## src/rtl/nic_regs_pkg.sv

```systemverilog
// Shared constants for the host register bank: index map, command and
// status bit positions. Assumes a 2-bit page field and 4-bit offsets.
package nic_regs_pkg;
    localparam int OFF_W  = 4;
    localparam int PAGE_W = 2;
    localparam int IDX_W  = OFF_W + PAGE_W;
    localparam int DW     = 8;
    localparam int N_STA  = 6;
    localparam int N_MC   = 8;
    localparam int N_PAIR = 3;

    typedef logic [IDX_W-1:0] idx_t;

    // page 0
    localparam idx_t IX_RSTART = 6'h01;
    localparam idx_t IX_RSTOP  = 6'h02;
    localparam idx_t IX_BNDRY  = 6'h03;
    localparam idx_t IX_TPAGE  = 6'h04;  // write: tx page, read: tx status
    localparam idx_t IX_STAT   = 6'h07;
    localparam idx_t IX_DCFG   = 6'h0E;
    localparam idx_t IX_MASK   = 6'h0F;
    // page 1
    localparam idx_t IX_STA0   = 6'h11;
    localparam idx_t IX_CURPG  = 6'h17;
    localparam idx_t IX_MC0    = 6'h18;

    // low-byte index of each 16-bit pair: tx length, remote addr, remote length
    localparam idx_t PAIR_LO [N_PAIR] = '{6'h05, 6'h08, 6'h0A};

    // command bits
    localparam int CB_START = 1;
    localparam int CB_XMIT  = 2;
    localparam int CB_RRD   = 3;
    localparam int CB_RWR   = 4;

    // status bits
    localparam int SB_TXOK = 1;
    localparam int SB_RDC  = 6;
    localparam logic [DW-1:0] STAT_RST = 8'h80;
    localparam logic [DW-1:0] TXS_OK   = 8'h01;
endpackage

```

## src/rtl/nic_addr_decode.sv

```systemverilog
// Host address decode: forms the paged register index from the offset and
// the page bits, and splits the write strobe into command and register
// writes. Assumes offset 0 is the command byte on every page.
module nic_addr_decode #(
    parameter int OFF_W  = 4,
    parameter int PAGE_W = 2
) (
    input  logic [OFF_W-1:0]        addr,
    input  logic [PAGE_W-1:0]       page,
    input  logic                    wr,
    output logic                    is_cmd,
    output logic [OFF_W+PAGE_W-1:0] idx,
    output logic                    wr_cmd,
    output logic                    wr_reg
);
    // combinational index and strobe split
    always_comb begin
        is_cmd = (addr == '0);
        idx    = {page, addr};
        wr_cmd = wr && is_cmd;
        wr_reg = wr && !is_cmd;
    end
endmodule

```

## src/rtl/nic_byte_pair.sv

```systemverilog
// A 16-bit (2*BW) value written as independent low and high bytes.
// Assumes at most one of the two strobes is active per cycle.
module nic_byte_pair #(
    parameter int BW = 8
) (
    input  logic            clk,
    input  logic            rst_n,
    input  logic            wr_lo,
    input  logic            wr_hi,
    input  logic [BW-1:0]   wdata,
    output logic [2*BW-1:0] q
);
    // byte-merge storage
    always_ff @(posedge clk) begin
        if (!rst_n) begin
            q <= '0;
        end else begin
            if (wr_lo) q[BW-1:0]    <= wdata;
            if (wr_hi) q[2*BW-1:BW] <= wdata;
        end
    end
endmodule

```

## src/rtl/nic_int_status.sv

```systemverilog
// Interrupt status byte with write-one-to-clear, set pulses that win over
// clears, a soft load of the reset value, and the masked level interrupt.
module nic_int_status #(
    parameter int            W       = 8,
    parameter logic [W-1:0]  RST_VAL = 8'h80
) (
    input  logic         clk,
    input  logic         rst_n,
    input  logic         soft_rst,
    input  logic         clr_en,
    input  logic [W-1:0] clr_bits,
    input  logic [W-1:0] set_bits,
    input  logic [W-1:0] mask,
    output logic [W-1:0] status,
    output logic         irq
);
    logic [W-1:0] clr_eff;

    // clear vector applies only on a status write
    always_comb clr_eff = clr_en ? clr_bits : '0;

    // status storage
    always_ff @(posedge clk) begin
        if (!rst_n)        status <= RST_VAL;
        else if (soft_rst) status <= RST_VAL;
        else               status <= (status & ~clr_eff) | set_bits;
    end

    // masked level interrupt
    always_comb irq = |(status & mask);
endmodule

```

## src/rtl/nic_regfile.sv

```systemverilog
// Top of the paged host register bank. Holds configuration registers,
// performs command side effects (transmit request, zero-length remote
// transfer completion) and presents all values to the controller.
// Assumes one host access per cycle.
module nic_regfile
    import nic_regs_pkg::*;
(
    input  logic              clk,
    input  logic              rst_n,
    input  logic [OFF_W-1:0]  host_addr,
    input  logic [DW-1:0]     host_wdata,
    input  logic              host_wr,
    input  logic              host_rd,
    output logic [DW-1:0]     host_rdata,
    input  logic [DW-1:0]     set_status,
    input  logic              soft_rst,
    output logic              irq,
    output logic              tx_req,
    output logic [2*DW-1:0]   tx_addr,
    output logic [2*DW-1:0]   tx_len,
    output logic [2*DW-1:0]   ring_start,
    output logic [2*DW-1:0]   ring_stop,
    output logic [DW-1:0]     boundary,
    output logic [DW-1:0]     cur_page,
    output logic [2*DW-1:0]   rdma_addr,
    output logic [2*DW-1:0]   rdma_cnt,
    output logic [DW-1:0]     data_cfg,
    output logic [N_STA*DW-1:0] station_addr,
    output logic [N_MC*DW-1:0]  mcast_mask
);
    logic [DW-1:0]   cmd_q, rstart_q, rstop_q, bndry_q, tpage_q, curpg_q;
    logic [DW-1:0]   dcfg_q, mask_q, txs_q, rdata_q, rd_mux, status_q, set_all;
    logic [DW-1:0]   sta_q [N_STA];
    logic [DW-1:0]   mc_q  [N_MC];
    logic [2*DW-1:0] pair_q [N_PAIR];
    logic            is_cmd, wr_cmd, wr_reg, go_tx, rdc_zero, txreq_q;
    idx_t            idx;

    nic_addr_decode #(.OFF_W(OFF_W), .PAGE_W(PAGE_W)) u_dec (
        .addr(host_addr), .page(cmd_q[DW-1 -: PAGE_W]), .wr(host_wr),
        .is_cmd(is_cmd), .idx(idx), .wr_cmd(wr_cmd), .wr_reg(wr_reg)
    );

    // one byte-pair register per 16-bit value
    for (genvar g = 0; g < N_PAIR; g++) begin : g_pair
        nic_byte_pair #(.BW(DW)) u_pair (
            .clk(clk), .rst_n(rst_n),
            .wr_lo(wr_reg && idx == PAIR_LO[g]),
            .wr_hi(wr_reg && idx == PAIR_LO[g] + idx_t'(1)),
            .wdata(host_wdata), .q(pair_q[g])
        );
    end

    // command side effects decoded from the byte being written
    always_comb begin
        go_tx    = wr_cmd && host_wdata[CB_START] && host_wdata[CB_XMIT];
        rdc_zero = wr_cmd && host_wdata[CB_START]
                   && (host_wdata[CB_RRD] || host_wdata[CB_RWR])
                   && (pair_q[2] == '0);
        set_all          = set_status;
        set_all[SB_TXOK] = set_status[SB_TXOK] | go_tx;
        set_all[SB_RDC]  = set_status[SB_RDC]  | rdc_zero;
    end

    nic_int_status #(.W(DW), .RST_VAL(STAT_RST)) u_stat (
        .clk(clk), .rst_n(rst_n), .soft_rst(soft_rst),
        .clr_en(wr_reg && idx == IX_STAT), .clr_bits(host_wdata),
        .set_bits(set_all), .mask(mask_q), .status(status_q), .irq(irq)
    );

    // single-byte configuration registers
    always_ff @(posedge clk) begin
        if (!rst_n) begin
            cmd_q <= '0; rstart_q <= '0; rstop_q <= '0; bndry_q <= '0;
            tpage_q <= '0; curpg_q <= '0; dcfg_q <= '0; mask_q <= '0;
        end else begin
            if (wr_cmd) cmd_q <= host_wdata;
            if (wr_reg) begin
                case (idx)
                    IX_RSTART: rstart_q <= host_wdata;
                    IX_RSTOP:  rstop_q  <= host_wdata;
                    IX_BNDRY:  bndry_q  <= host_wdata;
                    IX_TPAGE:  tpage_q  <= host_wdata;
                    IX_DCFG:   dcfg_q   <= host_wdata;
                    IX_MASK:   mask_q   <= host_wdata;
                    IX_CURPG:  curpg_q  <= host_wdata;
                    default:   ;
                endcase
            end
        end
    end

    // station address and multicast filter bytes
    always_ff @(posedge clk) begin
        if (!rst_n) begin
            for (int i = 0; i < N_STA; i++) sta_q[i] <= '0;
            for (int i = 0; i < N_MC; i++)  mc_q[i]  <= '0;
        end else if (wr_reg) begin
            for (int i = 0; i < N_STA; i++)
                if (idx == IX_STA0 + idx_t'(i)) sta_q[i] <= host_wdata;
            for (int i = 0; i < N_MC; i++)
                if (idx == IX_MC0 + idx_t'(i)) mc_q[i] <= host_wdata;
        end
    end

    // transmit request pulse and transmit status
    always_ff @(posedge clk) begin
        if (!rst_n) begin
            txreq_q <= 1'b0;
            txs_q   <= '0;
        end else begin
            txreq_q <= go_tx;
            if (go_tx) txs_q <= TXS_OK;
        end
    end

    // read multiplexer
    always_comb begin
        rd_mux = '0;
        if (is_cmd) begin
            rd_mux = cmd_q;
        end else begin
            case (idx)
                IX_BNDRY: rd_mux = bndry_q;
                IX_TPAGE: rd_mux = txs_q;
                IX_STAT:  rd_mux = status_q;
                IX_CURPG: rd_mux = curpg_q;
                default:  ;
            endcase
            for (int i = 0; i < N_STA; i++)
                if (idx == IX_STA0 + idx_t'(i)) rd_mux = sta_q[i];
            for (int i = 0; i < N_MC; i++)
                if (idx == IX_MC0 + idx_t'(i)) rd_mux = mc_q[i];
        end
    end

    // registered read data
    always_ff @(posedge clk) begin
        if (!rst_n)       rdata_q <= '0;
        else if (host_rd) rdata_q <= rd_mux;
    end

    // output presentation
    always_comb begin
        host_rdata = rdata_q;
        tx_req     = txreq_q;
        tx_addr    = {tpage_q, {DW{1'b0}}};
        tx_len     = pair_q[0];
        rdma_addr  = pair_q[1];
        rdma_cnt   = pair_q[2];
        ring_start = {rstart_q, {DW{1'b0}}};
        ring_stop  = {rstop_q, {DW{1'b0}}};
        boundary   = bndry_q;
        cur_page   = curpg_q;
        data_cfg   = dcfg_q;
        for (int i = 0; i < N_STA; i++) station_addr[i*DW +: DW] = sta_q[i];
        for (int i = 0; i < N_MC; i++)  mcast_mask[i*DW +: DW]   = mc_q[i];
    end
endmodule

```

## config.mk

```make
export PLATFORM = sky130hd
export DESIGN_NAME = nic_regfile
export DESIGN_NICKNAME = d
export VERILOG_FILES = /design/src/rtl/nic_regs_pkg.sv /design/src/rtl/nic_addr_decode.sv /design/src/rtl/nic_byte_pair.sv /design/src/rtl/nic_int_status.sv /design/src/rtl/nic_regfile.sv
export SDC_FILE = /design/constraint.sdc
export NUM_CORES = 1
export LEC_CHECK = 0
export ABC_AREA = 1
export ABC_CLOCK_PERIOD_IN_PS = 2400
export CORE_UTILIZATION = 49
export CTS_CLUSTER_SIZE = 40
export DETAILED_ROUTE_END_ITERATION = 8
export GPL_TIMING_DRIVEN = 0
export MAX_ROUTING_LAYER = met4
export PLACE_DENSITY = 0.81
export SLEW_MARGIN = 20
export SYNTH_ARGS = -nofsm -noshare
export SYNTH_HDL_FRONTEND = slang
export SYNTH_SLANG_ARGS = --single-unit
```

## constraint.sdc

```tcl
create_clock -name clk -period 2.4 [get_ports clk]
set_input_delay 0.72 -clock clk [delete_from_list [all_inputs] [get_ports clk]]
set_output_delay 0.72 -clock clk [all_outputs]
set_load 0.005 [all_outputs]
```

## Word-level counts from Yosys, hierarchy flattened

Memories as Yosys holds them, arrays and structs flattened.
Cells that the tools add are included.

| storage, ports and cells | value |
|---|---|
| flip-flop bits (word level) | 130 |
| RAM bits | 112 |
| bits of input ports | 25 |
| output and inout port bits | 242 |
| memories kept | 2 |

Memories:

| name | depth | width | rd ports | clocked after memory_dff | write ports | line | RTL |
|---|---|---|---|---|---|---|---|
| mc_q | 8 | 8 | 8 | 0 | 8 | nic_regfile.sv:34 | `logic [DW-1:0] mc_q [N_MC];` |
| sta_q | 6 | 8 | 6 | 0 | 6 | nic_regfile.sv:33 | `logic [DW-1:0] sta_q [N_STA];` |

| cells by class | value |
|---|---|
| equality and inequality tests | 28 |
| mux-type cells | 88 |
| bitwise operators | 21 |
| reductions and logical operators | 26 |

Operator list:

| operator | count |
|---|---|
| two-way mux 8 bit | 30 |
| equality test 6 x 5 -> 1 bit, second input constant | 15 |
| two-way mux 1 bit | 57 |
| equality test 6 x 4 -> 1 bit, second input constant | 6 |
| case mux 8 bit (4 select lines) | 1 |
| equality test 6 x 3 -> 1 bit, second input constant | 4 |
| bitwise AND 8 bit | 2 |
| logical NOT 16 bit | 1 |
| bitwise OR 1 bit | 16 |
| AND reduction 2 bit | 7 |
| logical AND 1 bit | 13 |
| equality test 6 x 2 -> 1 bit, second input constant | 2 |
| inverter 8 bit | 1 |
| bitwise OR 8 bit | 1 |
| OR reduction 8 bit | 1 |
| equality test 6 x 1 -> 1 bit, second input constant | 1 |
| logical NOT 4 bit | 1 |
| OR reduction 2 bit | 1 |
| logical NOT 1 bit | 1 |
| logical OR 1 bit | 1 |
| inverter 1 bit | 1 |

## Longest topological paths before layout

| logic depth | value |
|---|---|
| depth in word-level cells | 17 |
| depth in mapped cells | 16 |

## Cells and area by module

A second synthesis with hierarchy kept.

| unflattened totals | value |
|---|---|
| cell total of the unflattened synthesis | 1318 |
| area, all modules | 10655.2 sq um |

Modules (own cells, without submodules):

| module | times used | cells an instance | area an instance (sq um) | seq. area each (sq um) |
|---|---|---|---|---|
| nic_regfile | 1 | 965 | 8184.1 | 4844.6 |
| nic_byte_pair | 3 | 94 | 675.6 | 320.3 |
| nic_int_status | 1 | 58 | 364.1 | 160.2 |
| nic_addr_decode | 1 | 13 | 80.1 | 0.0 |

## Worst setup path before layout

Ideal clock, no wire load.

| path | value |
|---|---|
| path kind | input to register |
| from | input host_addr[0] |
| to | memory mc_q[7][0], in the netlist mc_q[1][24] (enable) |
| library setup time | 0.387 ns |
| arrival | 1.812 ns |
| required time | 2.013 ns |
| slack | 0.201 ns |
| cell stages on the path | 6 |
| buffers on the path | 0 |
| cell sequence | nor2_1 > inv_2 > nor2_2 > nor2_4 > inv_2 > o31ai_1 |

RTL lines:

| what | line | RTL |
|---|---|---|
| from (decl) | nic_regfile.sv:10 | `input logic [OFF_W-1:0] host_addr,` |
| to (decl) | nic_regfile.sv:34 |  |

## Worst setup path in the final report

| path | value |
|---|---|
| from | register u_stat.status[2] |
| to | output irq |

| on the way | value |
|---|---|
| cells in the longest elaborated chain, start to end | 2 |

RTL lines:

| what | line | RTL |
|---|---|---|
| from (decl) | nic_int_status.sv:14 | `output logic [W-1:0] status,` |
| from (signal assigned) | nic_int_status.sv:26 | `else status <= (status & ~clr_eff) \| set_bits;` |
| bitwise AND 8 bit | nic_int_status.sv:30 | `always_comb irq = \|(status & mask);` |
| OR reduction 8 bit | nic_int_status.sv:30 |  |
| to (decl) | nic_regfile.sv:17 | `output logic irq,` |

No other way between the ends.

==> results.yml <==
worst_hold_path:
  worstHoldEndpoint: "host_rdata[5]"
  hold_class: "reg2reg"
  whs_path_depth: 2
  hold_start: "host_rdata[5]"
placement:
  dp_slack_ps: -1090
  gp_congestion: 0.960
  dp_cells: 1652
  place_hpwl_mm: 24.8
  numPortBuffers: 241
drt:
  drt_first_pass_iters: 7
  wl_mm: 34.0
  vias: 9510
  detail-route-antenna-nets: 0
  vias_per_cell: 5.58
  route.detailed.drc: 0
  wl_per_cell_um: 19.9
  drtIter0Drc: 961
pwr:
  switching_share_pct: 23.3
  p_leak_nw: 5.36
  power.switching_w: 0.00208
  clockPowerShare_pct: 41.3
  peakVddDrop_v: 0.000725
  pwr-share-comb_pct: 8.1
  power.share.sequential_pct: 50.7
  internal_power_w: 0.00684
  powerDensity_nw_per_um2: 647
worst_setup_path:
  worstPathMaxFanout: 3
  r2r-end: "host_rdata[7]"
  rr_worst_depth: 16
  critical_path_arrival_ps: 1600
  critPathLaunchType: "flop"
  critical_path_class: "reg2out"
  critPathCaptureType: "primary output"
  r2r_slack_ps: 80
  worstPathRequired_ps: 1680
  reg2reg_from: "cmd_q[6]"
global_routing:
  grt_remaining_overflow: 0
  grt_max_degree: 14
  track_usage_pct: 32.4
  antenna_found_initial: 3
  first_global_vias: 8964
  grt_first_pass_wirelength_mm: 51.1
layout:
  final_nets: 1438
  area_growth_pct: 37.1
  stdcell_count: 1703
  fin_util_pct: 68.4
  drive_above_1_share_pct: 11.2
logic_synthesis:
  synth_cell_types: 29
  ys_seq_area_share_pct: 59.3
  yosys_warnings: 0
  syn-cell-area_um2: 10100
  synth_area_per_cell_um2: 9.00
  ys_seq_elements: 242
  synthCells: 1118
timing:
  worst_pin_slew_ps: 859
  period_minus_slack_ps: 2320
  slew_viol_final: 0
  finalWorstSetupSlack_ps: 75.6
  max_freq_mhz: 430
  slew_headroom_pct: 42.4
  fin_skew_ps: 17.0
  timing.final.crit_share_pct: 96.8
  hold_viol_final: 0
  setup_viol: 0
floorplanning:
  ios: 267
  initial_core_util_pct: 49.9
  placementRows: 52
  die_h_um: 145
  design.core.area_um2: 20200
  die_w_um: 145
  die_area_um2: 21100
clock_tree:
  ctsHoldBuffers: 0
  cts_tree: "done"
  cts_max_level: 1
  numClockSinks: 242
  numCtsBuffers: 25
  clk_pin_slew_ps: 60
  root_buffer: "clkbuf_16"
  clk_latency_ps: 530
  cts_buffer_depth: 3
status:
  outcome: "complete, no violations"
run:
  max_cap_violations: 0
## cell type report
cell class              instances  area [um^2]
multi-input cells             725         3490
plain buffers                  76          427
inverters                      98          372
fillers                      1603         6380
clock inverters                11         78.8
diodes                          3         7.51
clock buffers                  33          686
flip-flops and latches        242         5970
well taps                     270          338
repair buffers                245         2420
## worst max-delay path by stage
stage / startpoint / end / slack (ps) / cells past startpoint
3_5_place_dp: host_addr[3] / mc_q[1][0] / -1090 / 8
5_1_grt: host_addr[3] / host_rdata[3] / -2 / 17
6_report: u_stat.status[2] / irq / 80 / 5
4_1_cts: rst_n / sta_q[2][5] / 10 / 4
3_3_place_gp: host_addr[3] / mc_q[1][26] / -1110 / 7
2_1_floorplan: host_addr[0] / mc_q[1][24] / 200 / 6
## power by group through the flow
| stage | Sequential, W | Clock (W) | Combinational, W |
|---|---|---|---|
| final | 0.00452 | 0.00368 | 0.000721 |
| after global routing | 0.00453 | 0.00387 | 0.000767 |
| after CTS | 0.00452 | 0.00368 | 0.000706 |
| after detailed placement | 0.00460 | 0 | 0.000694 |
| after global placement | 0.00460 | 0 | 0.000682 |
| after floorplan | 0.00458 | 0 | 0.000292 |
## worst max-delay path, cell delays in order, from the launching register on
cell           delay (ps)
dfxtp_1               330
nand2_1                80
nand2_1                50
a221oi_1              240
nand2_1               100
dlygate4sd2_1         280
## layout by cell type, fill, tap and decap left out, types with 3 or more instances in the layout
cell type        instances
clkdlybuf4s50_1        236
nor2_4                  26
nand2_2                 11
dfxtp_1                128
or2_0                    8
nor4_1                   4
o21ai_0                122
inv_1                   82
nand2_1                157
buf_2                   13
clkinv_1                 5
clkbuf_16               25
nor2_2                  14
buf_4                   33
nor2_1                 151
clkbuf_8                 3
nand3_1                 33
clkbuf_2                 5
clkinv_2                 6
clkbuf_1                36
diode_2                  3
nand4_1                 27
inv_2                   13
conb_1                  24
a21oi_1                134
o21ai_1                  5
edfxtp_1               112
## registers in the layout, summed over array words and instances, names as in the netlist
register	flops
mc_q	64
g_pair.u_pair.q	48
sta_q	48
boundary	8
cmd_q	8
cur_page	8
data_cfg	8
host_rdata	8
mask_q	8
rstart_q	8
rstop_q	8
tpage_q	8
u_stat.status	8
tx_req	1
txs_q	1
## layer usage
metal | GRT usage (%) | vias up | wire length [um]
li1 | - | 4280 | -
met1 | 42.3 | 4453 | 13300
met2 | 49.4 | 665 | 15500
met3 | 5.47 | 112 | 3620
met4 | 15.2 | 0 | 1530
met5 | - | - | 0
## per-stage QoR
stage / hold slack (ps) / power [W] / setup TNS (ps) / cell area [um^2]
6_report: 463 / 0.00892 / 0 / 13800
5_1_grt: 481 / 0.00916 / -1.76 / 13800
4_1_cts: 466 / 0.00890 / 0 / 13800
3_5_place_dp: 457 / 0.00530 / -217800 / 12900
3_3_place_gp: 452 / 0.00529 / -225240 / 12900
2_1_floorplan: 425 / 0.00487 / 0 / 10100
## cells by family (layout without fill, tap and decap cells)
family / after synthesis / count (layout) / synth area share, %
flip-flops: 242 / 242 / 59.3
AO/OA/AOI/OAI: 266 / 266 / 13.4
AND/OR/NAND/NOR: 435 / 435 / 19.4
other: 1 / 27 / 0.0373
buffers and inverters: 174 / 463 / 7.86
## timing repair
item                                    4_1_cts  5_1_grt
setup buffers                                 1        3
gates resized for setup                      36       20
pin swaps                                     4       10
endpoints found under the setup margin      208       68
## synth_stat cells
cell type	count	share of area, %
and3_1	1	0.062
dfxtp_1	130	26
a31oi_1	1	0.062
a21oi_1	134	6.7
buf_1	1	0.037
nand3_1	34	1.7
nand4_1	27	1.7
buf_4	28	2.1
o21ai_0	122	6.1
nor2_1	162	6.0
inv_2	13	0.49
inv_4	1	0.062
or2_0	8	0.50
o31ai_1	1	0.075
conb_1	1	0.037
a221oi_1	2	0.17
nand2_2	1	0.062
clkbuf_1	33	1.2
o21ai_1	5	0.25
buf_2	12	0.60
nor2_4	20	2.2
nor4_1	4	0.25
buf_6	2	0.22
nor2_2	9	0.56
o2111ai_1	1	0.087
edfxtp_1	112	33
clkinv_1	2	0.075
inv_1	82	3.1
nand2_1	169	6.3
Note: power is estimated with default switching activity, not from simulation.
